$ cat src/rtl/adc_host_pkg.sv
package adc_host_pkg;

    localparam int unsigned DATA_W  = 8;
    localparam int unsigned TAIL_W  = DATA_W - 1;
    localparam int unsigned IDX_W   = $clog2(DATA_W);
    localparam int unsigned FRAME_W = 5;
    localparam int unsigned EDGE_W  = 5;

    typedef enum logic [1:0] {
        ST_IDLE,
        ST_RUN,
        ST_GAP
    } state_e;

    typedef struct packed {
        logic [2:0] chan;
        logic       diff;
        logic       swap;
        logic       wide;
        logic       check;
        logic       one_wire;
    } req_t;

    // start bit first, then the assignment word, zero padded for the short form
    function automatic logic [FRAME_W-1:0] addr_frame(req_t r);
        logic sgl, odd, sel_hi, sel_lo;
        sgl    = ~r.diff;
        odd    = r.diff ? r.swap : r.chan[0];
        sel_hi = r.wide ? r.chan[2] : r.chan[1];
        sel_lo = r.wide ? r.chan[1] : 1'b0;
        return {1'b1, sgl, odd, sel_hi, sel_lo};
    endfunction

    function automatic logic [EDGE_W-1:0] addr_len(req_t r);
        return r.wide ? EDGE_W'(4) : EDGE_W'(3);
    endfunction

    // rising edges in a transaction: start + word + settle + data (+ echo)
    function automatic logic [EDGE_W-1:0] last_edge(req_t r);
        return addr_len(r) + EDGE_W'(2 + DATA_W) + (r.check ? EDGE_W'(TAIL_W) : EDGE_W'(0));
    endfunction

endpackage

$ cat src/rtl/adc_sclk_div.sv
module adc_sclk_div #(
    parameter int unsigned DIV_W = 16
) (
    input  logic             clk,
    input  logic             rst,
    input  logic             run,
    input  logic [DIV_W-1:0] half,
    output logic             tick
);

    logic [DIV_W-1:0] cnt_q;

    always_ff @(posedge clk) begin
        if (rst || !run) begin
            cnt_q <= '0;
        end else if (cnt_q == half) begin
            cnt_q <= '0;
        end else begin
            cnt_q <= cnt_q + DIV_W'(1);
        end
    end

    assign tick = run && (cnt_q == half);


    tick_spacing_chk: assert property (@(posedge clk) disable iff (rst)
        (tick && half != '0) |=> !tick);

endmodule

$ cat src/rtl/adc_addr_tx.sv
module adc_addr_tx #(
    parameter int unsigned FW = 5
) (
    input  logic          clk,
    input  logic          rst,
    input  logic          load,
    input  logic [FW-1:0] frame,
    input  logic          shift,
    output logic          bit_o
);

    logic [FW-1:0] sh_q;

    always_ff @(posedge clk) begin
        if (rst) begin
            sh_q <= '0;
        end else if (load) begin
            sh_q <= frame;
        end else if (shift) begin
            sh_q <= {sh_q[FW-2:0], 1'b0};
        end
    end

    assign bit_o = sh_q[FW-1];


    start_bit_chk: assert property (@(posedge clk) disable iff (rst)
        (load && frame[FW-1]) |=> bit_o);

endmodule

$ cat src/rtl/adc_rx_capture.sv
module adc_rx_capture #(
    parameter int unsigned W = 8,
    localparam int unsigned IW = $clog2(W)
) (
    input  logic          clk,
    input  logic          rst,
    input  logic          clr,
    input  logic          shift_en,
    input  logic          tail_en,
    input  logic [IW-1:0] tail_idx,
    input  logic          bit_in,
    output logic [W-1:0]  data,
    output logic          err
);

    always_ff @(posedge clk) begin
        if (rst || clr) begin
            data <= '0;
            err  <= 1'b0;
        end else begin
            if (shift_en) begin
                data <= {data[W-2:0], bit_in};
            end
            if (tail_en && (bit_in != data[tail_idx])) begin
                err <= 1'b1;
            end
        end
    end


    err_from_tail_chk: assert property (@(posedge clk) disable iff (rst)
        $rose(err) |-> $past(tail_en));


    data_tail_exclusive_chk: assert property (@(posedge clk) disable iff (rst)
        !(shift_en && tail_en));

endmodule

$ cat src/rtl/adc_serial_host.sv
module adc_serial_host
    import adc_host_pkg::*;
#(
    parameter int unsigned DIV_W    = 16,
    parameter int unsigned DEF_HALF = 499
) (
    input  logic              clk,
    input  logic              rst,
    input  logic              start,
    input  logic [2:0]        cfg_chan,
    input  logic              cfg_diff,
    input  logic              cfg_swap,
    input  logic              cfg_wide,
    input  logic              cfg_check,
    input  logic              cfg_one_wire,
    input  logic [DIV_W-1:0]  cfg_half,
    output logic              busy,
    output logic              done,
    output logic [DATA_W-1:0] result,
    output logic              mismatch,
    output logic              adc_cs_n,
    output logic              adc_sclk,
    output logic              adc_di,
    output logic              adc_di_oe,
    input  logic              adc_do
);

    localparam logic [EDGE_W-1:0] DATA_END = EDGE_W'(2 + DATA_W);

    state_e              state_q;
    req_t                req_q;
    logic [DIV_W-1:0]    half_q;
    logic [EDGE_W-1:0]   rcnt_q;
    logic                gap_q;
    logic                cs_n_q, sclk_q, di_oe_q, done_q, mism_q;
    logic [DATA_W-1:0]   res_q;

    logic                run, tick, rise, fall, finish;
    logic [EDGE_W-1:0]   alen, lastno, edge_no, tail_pos;
    logic                is_data, is_tail, tx_load;
    logic [DATA_W-1:0]   rx_data;
    logic                rx_err;
    logic                tx_bit;

    assign run     = (state_q != ST_IDLE);
    assign rise    = (state_q == ST_RUN) && tick && !sclk_q;
    assign fall    = (state_q == ST_RUN) && tick && sclk_q;
    assign alen    = addr_len(req_q);
    assign lastno  = last_edge(req_q);
    assign edge_no = rcnt_q + EDGE_W'(1);
    assign finish  = fall && (rcnt_q == lastno);

    assign is_data  = rise && (edge_no >= alen + EDGE_W'(3)) && (edge_no <= alen + DATA_END);
    assign is_tail  = rise && req_q.check && (edge_no > alen + DATA_END);
    assign tail_pos = edge_no - alen - DATA_END;
    assign tx_load  = (state_q == ST_RUN) && (rcnt_q == '0);

    adc_sclk_div #(.DIV_W(DIV_W)) u_div (
        .clk  (clk),
        .rst  (rst),
        .run  (run),
        .half (half_q),
        .tick (tick)
    );

    adc_addr_tx #(.FW(FRAME_W)) u_tx (
        .clk   (clk),
        .rst   (rst),
        .load  (tx_load),
        .frame (addr_frame(req_q)),
        .shift (fall),
        .bit_o (tx_bit)
    );

    adc_rx_capture #(.W(DATA_W)) u_rx (
        .clk      (clk),
        .rst      (rst),
        .clr      (state_q == ST_IDLE),
        .shift_en (is_data),
        .tail_en  (is_tail),
        .tail_idx (tail_pos[IDX_W-1:0]),
        .bit_in   (adc_do),
        .data     (rx_data),
        .err      (rx_err)
    );

    always_ff @(posedge clk) begin
        if (rst) begin
            state_q <= ST_IDLE;
            req_q   <= '0;
            half_q  <= '0;
            rcnt_q  <= '0;
            gap_q   <= 1'b0;
            cs_n_q  <= 1'b1;
            sclk_q  <= 1'b0;
            di_oe_q <= 1'b0;
            done_q  <= 1'b0;
            mism_q  <= 1'b0;
            res_q   <= '0;
        end else begin
            done_q <= 1'b0;
            unique case (state_q)
                ST_IDLE: begin
                    if (start) begin
                        req_q   <= '{chan: cfg_chan, diff: cfg_diff, swap: cfg_swap,
                                     wide: cfg_wide, check: cfg_check, one_wire: cfg_one_wire};
                        half_q  <= (cfg_half == '0) ? DIV_W'(DEF_HALF) : cfg_half;
                        rcnt_q  <= '0;
                        cs_n_q  <= 1'b0;
                        di_oe_q <= 1'b1;
                        state_q <= ST_RUN;
                    end
                end
                ST_RUN: begin
                    if (tick) begin
                        sclk_q <= ~sclk_q;
                        if (!sclk_q) begin
                            rcnt_q <= edge_no;
                        end else if (finish) begin
                            cs_n_q  <= 1'b1;
                            di_oe_q <= 1'b0;
                            done_q  <= 1'b1;
                            res_q   <= rx_data;
                            mism_q  <= rx_err;
                            gap_q   <= 1'b0;
                            state_q <= ST_GAP;
                        end else if (req_q.one_wire && (rcnt_q == alen + EDGE_W'(1))) begin
                            di_oe_q <= 1'b0;
                        end
                    end
                end
                ST_GAP: begin
                    if (tick) begin
                        gap_q <= 1'b1;
                        if (gap_q) begin
                            state_q <= ST_IDLE;
                        end
                    end
                end
                default: state_q <= ST_IDLE;
            endcase
        end
    end

    assign busy      = run;
    assign done      = done_q;
    assign result    = res_q;
    assign mismatch  = mism_q;
    assign adc_cs_n  = cs_n_q;
    assign adc_sclk  = sclk_q;
    assign adc_di    = tx_bit;
    assign adc_di_oe = di_oe_q;


    done_pulse_chk: assert property (@(posedge clk) disable iff (rst)
        done_q |=> !done_q);


    done_cs_rise_chk: assert property (@(posedge clk) disable iff (rst)
        done_q |-> (cs_n_q && !$past(cs_n_q)));


    idle_bus_quiet_chk: assert property (@(posedge clk) disable iff (rst)
        cs_n_q |-> (!sclk_q && !di_oe_q));


    two_wire_drive_chk: assert property (@(posedge clk) disable iff (rst)
        (!cs_n_q && !req_q.one_wire) |-> di_oe_q);


    cfg_hold_chk: assert property (@(posedge clk) disable iff (rst)
        (run && $past(run)) |-> ($stable(req_q) && $stable(half_q)));


    cs_gap_chk: assert property (@(posedge clk) disable iff (rst)
        $rose(cs_n_q) |=> cs_n_q);

endmodule

$ cat config.mk
export PLATFORM = sky130hd
export DESIGN_NAME = adc_serial_host
export DESIGN_NICKNAME = d
export VERILOG_FILES = /design/src/rtl/adc_host_pkg.sv /design/src/rtl/adc_sclk_div.sv /design/src/rtl/adc_addr_tx.sv /design/src/rtl/adc_rx_capture.sv /design/src/rtl/adc_serial_host.sv
export SDC_FILE = /design/constraint.sdc
export NUM_CORES = 1
export LEC_CHECK = 0
export BUFFER_PORTS_ARGS = -buffer_cell sky130_fd_sc_hd__buf_2
export CAP_MARGIN = 20
export CELL_PAD_IN_SITES_DETAIL_PLACEMENT = 1
export CELL_PAD_IN_SITES_GLOBAL_PLACEMENT = 1
export CORE_UTILIZATION = 47
export DETAILED_ROUTE_END_ITERATION = 8
export PLACE_DENSITY = 0.87
export SLEW_MARGIN = 20
export SYNTH_ARGS = -nofsm -noshare
export SYNTH_HDL_FRONTEND = slang
export SYNTH_SLANG_ARGS = --single-unit
$ cat constraint.sdc
create_clock -name clk -period 5.4 [get_ports clk]
set_input_delay 0.54 -clock clk [delete_from_list [all_inputs] [get_ports clk]]
set_output_delay 0.54 -clock clk [all_outputs]
set_load 0.02 [all_outputs]
# Yosys cells after proc, flatten, opt, wreduce, memory -nomap -nowiden
# Index checks and enable logic that the tools add are counted.
# Widths: inputs -> output; s select.
[totals]
inputBits = 28
out_inout_bits = 15
elab_cells = 121
regBits = 75
[op_classes]
n_reduce_logical = 33
n_bitwise = 4
n_addsub = 8
mux = 38
n_eq_ne = 14
n_lt_le_gt_ge = 4
[op_table]
columns = ["cell", "n"]
rows = [
  ["$mux 5", 5],
  ["$mux 1", 18],
  ["$add 16x1->16 const B", 1],
  ["$eq 16x16->1", 1],
  ["$logic_not 16->1", 1],
  ["$mux 16", 1],
  ["$reduce_and 5->1", 3],
  ["$ne 2x2->1 const B", 7],
  ["$logic_and 1x1->1", 12],
  ["$mux 2", 6],
  ["$pmux 5 s2", 1],
  ["$reduce_and 4->1", 2],
  ["$reduce_bool 2->1", 4],
  ["$mux 3", 2],
  ["$pmux 1 s2", 3],
  ["$pmux 2 s3", 1],
  ["$reduce_and 6->1", 1],
  ["$add 3x4->5 const B", 1],
  ["$add 5x1->5 const B", 1],
  ["$add 5x3->5", 1],
  ["$eq 5x4->1", 1],
  ["$eq 5x5->1", 1],
  ["$ge 5x4->1", 1],
  ["$gt 5x5->1", 1],
  ["other kinds (19)", 25],
]

# Depth between registers and ports, before layout
# Gate-level depths: netlist (run 1).
[logic_depth]
depth_word = 9
ltp_mapped = 11
mapped_depth_nobuf = 10

# By module
# A second synthesis (run 1) with hierarchy kept.
[hier_totals]
hier_cells = 402
hier_area_um2 = 3644.7
[by_module_without_submodules]
columns = ["mod", "area_per_inst_um2", "seq_area_each_um2", "n_inst", "cells_per_inst"]
rows = [
  ["adc_serial_host", 2117.0, 900.9, 1, 244],
  ["adc_sclk_div", 912.1, 320.3, 1, 100],
  ["adc_rx_capture", 387.9, 180.2, 1, 36],
  ["adc_addr_tx", 227.7, 100.1, 1, 22],
]

# Worst setup path before layout (run 1)
# Ideal clock, no wire load.
[synth_path]
kind = "flip-flop to flip-flop"
start = "register rcnt_q[0]"
end = "register u_rx.err"
arrival_ns = 2.427
path_stages_with_launch = 10
slack_ns = 2.846
n_path_buf = 0
required_time_ns = 5.273
period_less_slack_ns = 2.554
setup_ns = 0.127
path_cell_list = "dfxtp_1 inv_1 ha_1 ha_1 ha_1 mux4_2 mux2i_1 xnor2_1 a41oi_1 nor2_1"
[synth_between]
elab_chain_len = 7
word_cells_on_any_way = 9
classes_between = "add/sub (3); order compare (1); eq/ne (1); mux (2); reduce/logical (2)"
[synth_rtl]
columns = ["element", "line", "text"]
rows = [
  ["start, declared", "adc_serial_host.sv:33", "logic [EDGE_W-1:0] rcnt_q;"],
  ["start signal, assigned", "adc_serial_host.sv:118", "rcnt_q <= edge_no;"],
  ["$add 5x1->5 *", "adc_serial_host.sv:50", "assign edge_no = rcnt_q + EDGE_W'(1);"],
  ["$sub 3x3->3", "adc_serial_host.sv:55", "assign tail_pos = edge_no - alen - DATA_END;"],
  ["$sub 3x2->3", "adc_serial_host.sv:55", ""],
  ["$bmux 1 s3", "adc_rx_capture.sv:24", "if (tail_en && (bit_in != data[tail_idx])) begin"],
  ["$mux 1 (not written as such)", "adc_rx_capture.sv:24", ""],
  ["$ne 1x1->1", "adc_rx_capture.sv:24", ""],
  ["$logic_and 1x1->1 *", "adc_rx_capture.sv:24", ""],
  ["end signal, assigned", "adc_rx_capture.sv:19", "err <= 1'b0;"],
  ["end signal, assigned", "adc_rx_capture.sv:25", "err <= 1'b1;"],
  ["end, declared", "adc_rx_capture.sv:13", "output logic err"],
]
# Every way passes the cells marked *; elsewhere a longest branch is shown, timed or not. The select of a mux whose other input is x is not followed.
# A chain may end at the register's enable or synchronous reset.

# Final worst setup path (run 1)
# Ends and elaborated chain as after synthesis.

==> flow_summary.ini, run 1 <==
[outcome]
outcome = finished, final reports clean

[clock_tree]
number_of_clock_buffers_inserted_by_tritoncts = 9
htreeDepth = 3
cts_buffer_depth = 2
clk_pin_slew_worst_paths_ps = 80
cts.root.buffer_cell = sky130_fd_sc_hd__clkbuf_8
post-cts-setup-buffer-count = 0
worstSkewPairLatency_ps = 350
postCtsHoldBufs = 0
cts_resized = 0
clock_tree_from_tritoncts = done
cts_sinks = 75

[yosys]
mapped_avg_cell_area_um2 = 8.80
cell_taking_the_most_area_after_synthesis = sky130_fd_sc_hd__dfxtp_1
post_synth_main_area_contributors = sky130_fd_sc_hd__dfxtp_1 (43%), sky130_fd_sc_hd__nor2_1 (6.8%), sky130_fd_sc_hd__mux2i_1 (6.6%)
ys_types = 45
synth-async-reset-ratio_pct = 0
synth-seq-cells = 75
postSynthCellCount = 399
synth_seq_area_share_pct = 42.8
synth_fp_nets = 440
synth_top_area_share_pct = 42.8
synth_edf_count = 0
syn_area_um2 = 3510
synth_flop_cell = sky130_fd_sc_hd__dfxtp_1
synth-warning-count = 0

[critical_path]
setup.reg_to_reg.worst_slack_ps = 2570
cpMaxStageDelayCell = sky130_fd_sc_hd__mux4_2
start_kind = register
timing.critical_path.slowest_cell_delay_ps = 500
timing.critical_path.mode_cell = sky130_fd_sc_hd__ha_1
setup.worst_path.end_class = register
timing.critical_path.fanout_max = 7
critical_path.cell_chain = inv_1, ha_1, ha_1, ha_1, mux4_2, mux2i_1, xnor2_1, a41oi_1, nor2_1
worst-path-buf-inv = 1
rr_endpoint = u_rx.err$_SDFFE_PP0P_
crit_type = reg2reg
worst_r2r_path_depth = 9
required_ps = 5650
worst-endpoint-arrival_ps = 3070
cp_top_family = adder cells
worst_reg2reg_startpoint = rcnt_q[0]$_SDFFE_PP0P_

[final_layout]
area_growth_syn_to_layout_pct = 12.8
post_route_cells_drive_above_1_share_pct = 15.3
n_antenna_cell = 0
layout.filler_cells = 883
most_frequent_cells_in_the_layout = sky130_fd_sc_hd__dfxtp_1 (75), sky130_fd_sc_hd__nor2_1 (64), sky130_fd_sc_hd__nand2_1 (52)
layout.cells.most_common = sky130_fd_sc_hd__dfxtp_1
finalNonFillerCells = 538
layout.nets = 476
postLayoutCoreUtil_pct = 54.6

[sta]
setup_viol_count_final = 0
final.min_clock_period_ps = 2830
relSlewSlack_pct = 34.5
worstMarginPinSlew_ps = 982
min_period_over_period_pct = 52.3
final.setup.tns_ps = 0
maxSlewViolCount = 0
fin_worst_skew_ps = 9.85
rsz_0062_raised_after_global_routing = false
finalHoldViolCount = 0
fmax_mhz = 354

[grt]
antenna_found_initial = 0
grt_start_max_net_pins = 51
grtUsageTotal_pct = 24.7
global_route_wire_length_before_repair_um = 14500
grt_overflow_total = 0
first_global_vias = 3060

[routing]
drt_iter0_markers = 98
postRouteAntennaNets = 0
avgRoutedWirePerCell_um = 16.3
via_density_per_instance = 5.40
route.vias.total = 2905
met2WireLength_um = 4480
wl_met1_um = 3840
post-route-drc-count = 0
drt_pass1_iterations = 4
post_detailed_routing_wire_length_um = 8750
top_layer_used = met4
met3WireLength_um = 296

[pwr]
peak_supply_drop_mv = 0.133
seq_power_share_pct = 51.1
cellLeakagePower_uw = 0.00165
p_per_area_nw_per_um2 = 289
pwr-share-clk_pct = 38.8
comb_power_share_pct = 10.1
internal_power_uw = 850
p_sw_share_pct = 25.8
switchingPower_uw = 295

[placed_design]
placed_cells = 523
gpl.final_weighted_congestion = 0.828
numPortBuffers = 42
hpwl_um = 5910

[floorplanning]
die-width_um = 88.4
boundaryPins = 43
core_um2 = 7250
std_cell_rows = 31
floorplan.die.height_um = 88.4
area_of_the_die_um2 = 7820
start_util_pct = 48.4

[worst_hold_path]
timing.hold.worst.class = in2reg
hp-start = cfg_swap
hold_worst_path_end = req_q[3]$_SDFFE_PP0P_
worstHoldPathCells = 3

[flow_run]
max-cap-violations = 0
[synth_stat cells (2+ instances only)]
cell type and n:
sky130_fd_sc_hd__a22oi_1 3, sky130_fd_sc_hd__nand2_1 52, sky130_fd_sc_hd__ha_1 13, sky130_fd_sc_hd__a31oi_1 2, sky130_fd_sc_hd__or2_2 2, sky130_fd_sc_hd__and3_1 4, sky130_fd_sc_hd__a21oi_1 24, sky130_fd_sc_hd__inv_1 13
sky130_fd_sc_hd__xnor2_1 26, sky130_fd_sc_hd__and2_1 3, sky130_fd_sc_hd__dfxtp_1 75, sky130_fd_sc_hd__buf_2 2, sky130_fd_sc_hd__o21ai_0 4, sky130_fd_sc_hd__buf_6 2, sky130_fd_sc_hd__nand3_1 11, sky130_fd_sc_hd__xor2_1 11
sky130_fd_sc_hd__nand2b_1 2, sky130_fd_sc_hd__a211oi_1 6, sky130_fd_sc_hd__nand4_1 6, sky130_fd_sc_hd__nor2_1 64, sky130_fd_sc_hd__nand3_2 2, sky130_fd_sc_hd__nand3b_1 2, sky130_fd_sc_hd__nor3_1 11, sky130_fd_sc_hd__or3_1 3
sky130_fd_sc_hd__mux4_2 2, sky130_fd_sc_hd__clkbuf_1 10, sky130_fd_sc_hd__nor4_1 4, sky130_fd_sc_hd__mux2i_1 23
[registers in the layout (all words and copies together) (netlist names)]
name / count
rcnt_q: 5
adc_sclk: 1
u_div.cnt_q: 16
mismatch: 1
u_tx.sh_q: 5
half_q: 16
result: 8
gap_q: 1
u_rx.err: 1
req_q: 8
adc_di_oe: 1
state_q: 2
done: 1
u_rx.data: 8
adc_cs_n: 1
[kinds of logic (layout without fill, tap and decap cells)]
group | count (synthesis) | after routing | share of synthesized area [%]
AND/OR/NAND/NOR | 171 | 171 | 22.6
flip-flops | 75 | 75 | 42.8
AO/OA/AOI/OAI | 45 | 45 | 7.63
XOR/XNOR | 39 | 39 | 10.3
buffers and inverters | 30 | 70 | 3.85
multiplexers | 26 | 26 | 8.16
adder cells (fa/ha/maj) | 13 | 13 | 4.63
[stage by stage]
step                      hold slack [ps]  worst slack [ps]  total power (uW)  cell area [um2]
after floorplan                       432              2850               674             3510
after detailed placement              446              2620               710             3760
after CTS                             408              2560              1160             3960
after global routing                  418              2380              1190             3960
after global placement                442              2760               704             3760
final                                 416              2570              1150             3960
[worst min-delay path: stages]
cell	delay, ps
sky130_fd_sc_hd__buf_2	90
sky130_fd_sc_hd__nand2_1	50
sky130_fd_sc_hd__a21oi_1	50
[area by class of cell]
type | instances | area [um2] | share of cell area (%)
flip-flops and latches | 75 | 1500 | 37.9
repair buffers | 42 | 210 | 5.31
clock inverters | 4 | 50.0 | 1.26
inverters | 13 | 48.8 | 1.23
clock buffers | 11 | 151 | 3.82
multi-input cells | 294 | 1870 | 47.3
well taps | 99 | 124 | 3.13
[routing by layer]
metal  GRT usage (%)  up-vias
li1                -     1415
met1            27.1     1418
met2            46.4       58
met3            6.81       14
met4            6.74        0
met5               0        -
[power groups by stage]
stage	combinational, uW	sequential (uW)	clock [uW]
5_1_grt	129	587	478
4_1_cts	117	585	455
2_1_floorplan	78.2	596	0
3_5_place_dp	113	597	0
3_3_place_gp	108	597	0
6_report	115	585	445
[worst max path at each step]
stage / slack (ps) / cells after the start / endpoint / start
global route: 2380 / 10 / gap_q$_SDFFE_PP0P_ / req_q[2]$_SDFFE_PP0P_
floorplan: 2850 / 9 / u_rx.err$_SDFFE_PP0P_ / rcnt_q[0]$_SDFFE_PP0P_
CTS: 2560 / 9 / u_rx.err$_SDFFE_PP0P_ / rcnt_q[0]$_SDFFE_PP0P_
detailed placement: 2620 / 9 / u_rx.err$_SDFFE_PP0P_ / rcnt_q[0]$_SDFFE_PP0P_
finish: 2570 / 9 / u_rx.err$_SDFFE_PP0P_ / rcnt_q[0]$_SDFFE_PP0P_
global placement: 2760 / 9 / u_rx.err$_SDFFE_PP0P_ / rcnt_q[0]$_SDFFE_PP0P_
No activity file was read; power rests on OpenSTA's default activity.
==> inputs of run 2 (changes only) <==
- CORE_UTILIZATION: 47 -> 44
- PLACE_DENSITY: 0.87 -> 0.82
- clock period: 5.4 -> 2.7 ns (I/O delays scaled with it)
==> flow_summary.ini, run 2 (synthesis gave the netlist of run 1 again) <==
[sta]
finalHoldViolCount = 0
min_period_over_period_pct = 95.6
final.min_clock_period_ps = 2580
worstMarginPinSlew_ps = 702
fmax_mhz = 387
fin_worst_skew_ps = 8.04
rsz_0062_raised_after_global_routing = false
setup_viol_count_final = 0
relSlewSlack_pct = 53.1
final.setup.tns_ps = 0
maxSlewViolCount = 0

[clock_tree]
cts_sinks = 75
postCtsHoldBufs = 0
clk_pin_slew_worst_paths_ps = 80
clock_tree_from_tritoncts = done
worstSkewPairLatency_ps = 350
cts_buffer_depth = 2
cts.root.buffer_cell = sky130_fd_sc_hd__clkbuf_8
htreeDepth = 3
post-cts-setup-buffer-count = 0
number_of_clock_buffers_inserted_by_tritoncts = 9

[grt]
grt_start_max_net_pins = 50
first_global_vias = 3059
antenna_found_initial = 0
global_route_wire_length_before_repair_um = 14500
grt_overflow_total = 0
grtUsageTotal_pct = 21.9

[floorplanning]
core_um2 = 7730
boundaryPins = 43
floorplan.die.height_um = 91.3
die-width_um = 91.3
area_of_the_die_um2 = 8340
start_util_pct = 45.4
std_cell_rows = 32

[critical_path]
setup.worst_path.end_class = register
worst-path-buf-inv = 1
timing.critical_path.mode_cell = sky130_fd_sc_hd__ha_1
crit_type = reg2reg
required_ps = 2940
worst-endpoint-arrival_ps = 2820
timing.critical_path.fanout_max = 4
critical_path.cell_chain = inv_1, ha_1, ha_1, ha_1, mux4_2, mux2i_1, xnor2_1, a41oi_1, nor2_1
start_kind = register
cp_top_family = adder cells
cpMaxStageDelayCell = sky130_fd_sc_hd__mux4_2
timing.critical_path.slowest_cell_delay_ps = 500

[routing]
route.vias.total = 2886
via_density_per_instance = 5.26
drt_iter0_markers = 73
avgRoutedWirePerCell_um = 15.7
postRouteAntennaNets = 0
drt_pass1_iterations = 4
post_detailed_routing_wire_length_um = 8630
post-route-drc-count = 0

[pwr]
fin_total_pwr_uw = 2410
p_per_area_nw_per_um2 = 594
peak_supply_drop_mv = 0.234
cellLeakagePower_uw = 0.00170

[final_layout]
n_antenna_cell = 0
fin_area_um2 = 4060
most_frequent_cells_in_the_layout = sky130_fd_sc_hd__dfxtp_1 (75), sky130_fd_sc_hd__nor2_1 (64), sky130_fd_sc_hd__nand2_1 (52)
layout.cells.most_common = sky130_fd_sc_hd__dfxtp_1
biggestRegsByFlops = half_q (16), u_div.cnt_q (16)
post_route_cells_drive_above_1_share_pct = 16.8
area_growth_syn_to_layout_pct = 15.6
layout.nets = 483
layout.filler_cells = 930

[flow_run]
max-cap-violations = 0

[outcome]
outcome = finished, final reports clean

[placed_design]
numPortBuffers = 42
gpl.final_weighted_congestion = 0.781
detailed_place.area_um2 = 3810
hpwl_um = 6130

[worst_hold_path]
timing.hold.worst.class = in2reg
-- run 2: repair_timing --
item,4_1_cts,5_1_grt
resized for setup,0,1
hold endpoints to repair,0,0
setup endpoints to repair,0,1
-- run 2: metrics by stage --
stage / instances / util (%) / hold slack, ps / setup slack, ps
finish: 549 / 52.5 / 160 / 119
global route: 549 / 52.5 / 145 / 27.0
CTS: 549 / 52.4 / 149 / 139
detailed placement: 533 / 49.4 / 446 / 163
global placement: 533 / 49.4 / 444 / 237
floorplan: 399 / - / 406 / 146
-- run 2: worst min-delay path, stage by stage --
cell                      delay [ps]
sky130_fd_sc_hd__buf_2           100
sky130_fd_sc_hd__nand2_1          50
sky130_fd_sc_hd__a21oi_1          50
-- run 2: worst paths after layout --
check	slack (ps)	cells after the start	to	start
hold reg to reg	460	1	adc_cs_n$_SDFFE_PP1P_	adc_cs_n$_SDFFE_PP1P_
setup reg to reg	120	9	u_rx.err$_SDFFE_PP0P_	rcnt_q[1]$_SDFFE_PP0P_
hold / removal	160	3	req_q[0]$_SDFFE_PP0P_	cfg_one_wire
setup / recovery	120	9	u_rx.err$_SDFFE_PP0P_	rcnt_q[1]$_SDFFE_PP0P_
-- run 2: power breakdown --
part / total [uW] / internal [uW] / switching [uW]
Clock: 1010 / 574 / 432
Sequential: 1170 / 1140 / 27.6
Combinational: 238 / 95.4 / 142
-- run 2: final cells by class --
type,instances,area (um2),share of cell area [%]
multi-input combinational,294,1880,46.4
sequential,75,1500,37.0
timing repair buffer,49,263,6.48
clock buffer,11,151,3.73
tap,102,128,3.15
clock inverter,5,83.8,2.07
inverter,13,48.8,1.20
-- run 2: metal layers --
metal / GRT usage (%) / up-vias / wire, um
li1: - / 1427 / -
met1: 25.5 / 1391 / 3810
met2: 39.7 / 56 / 4400
met3: 4.61 / 12 / 294
met4: 7.14 / 0 / 124
met5: 0 / - / 0
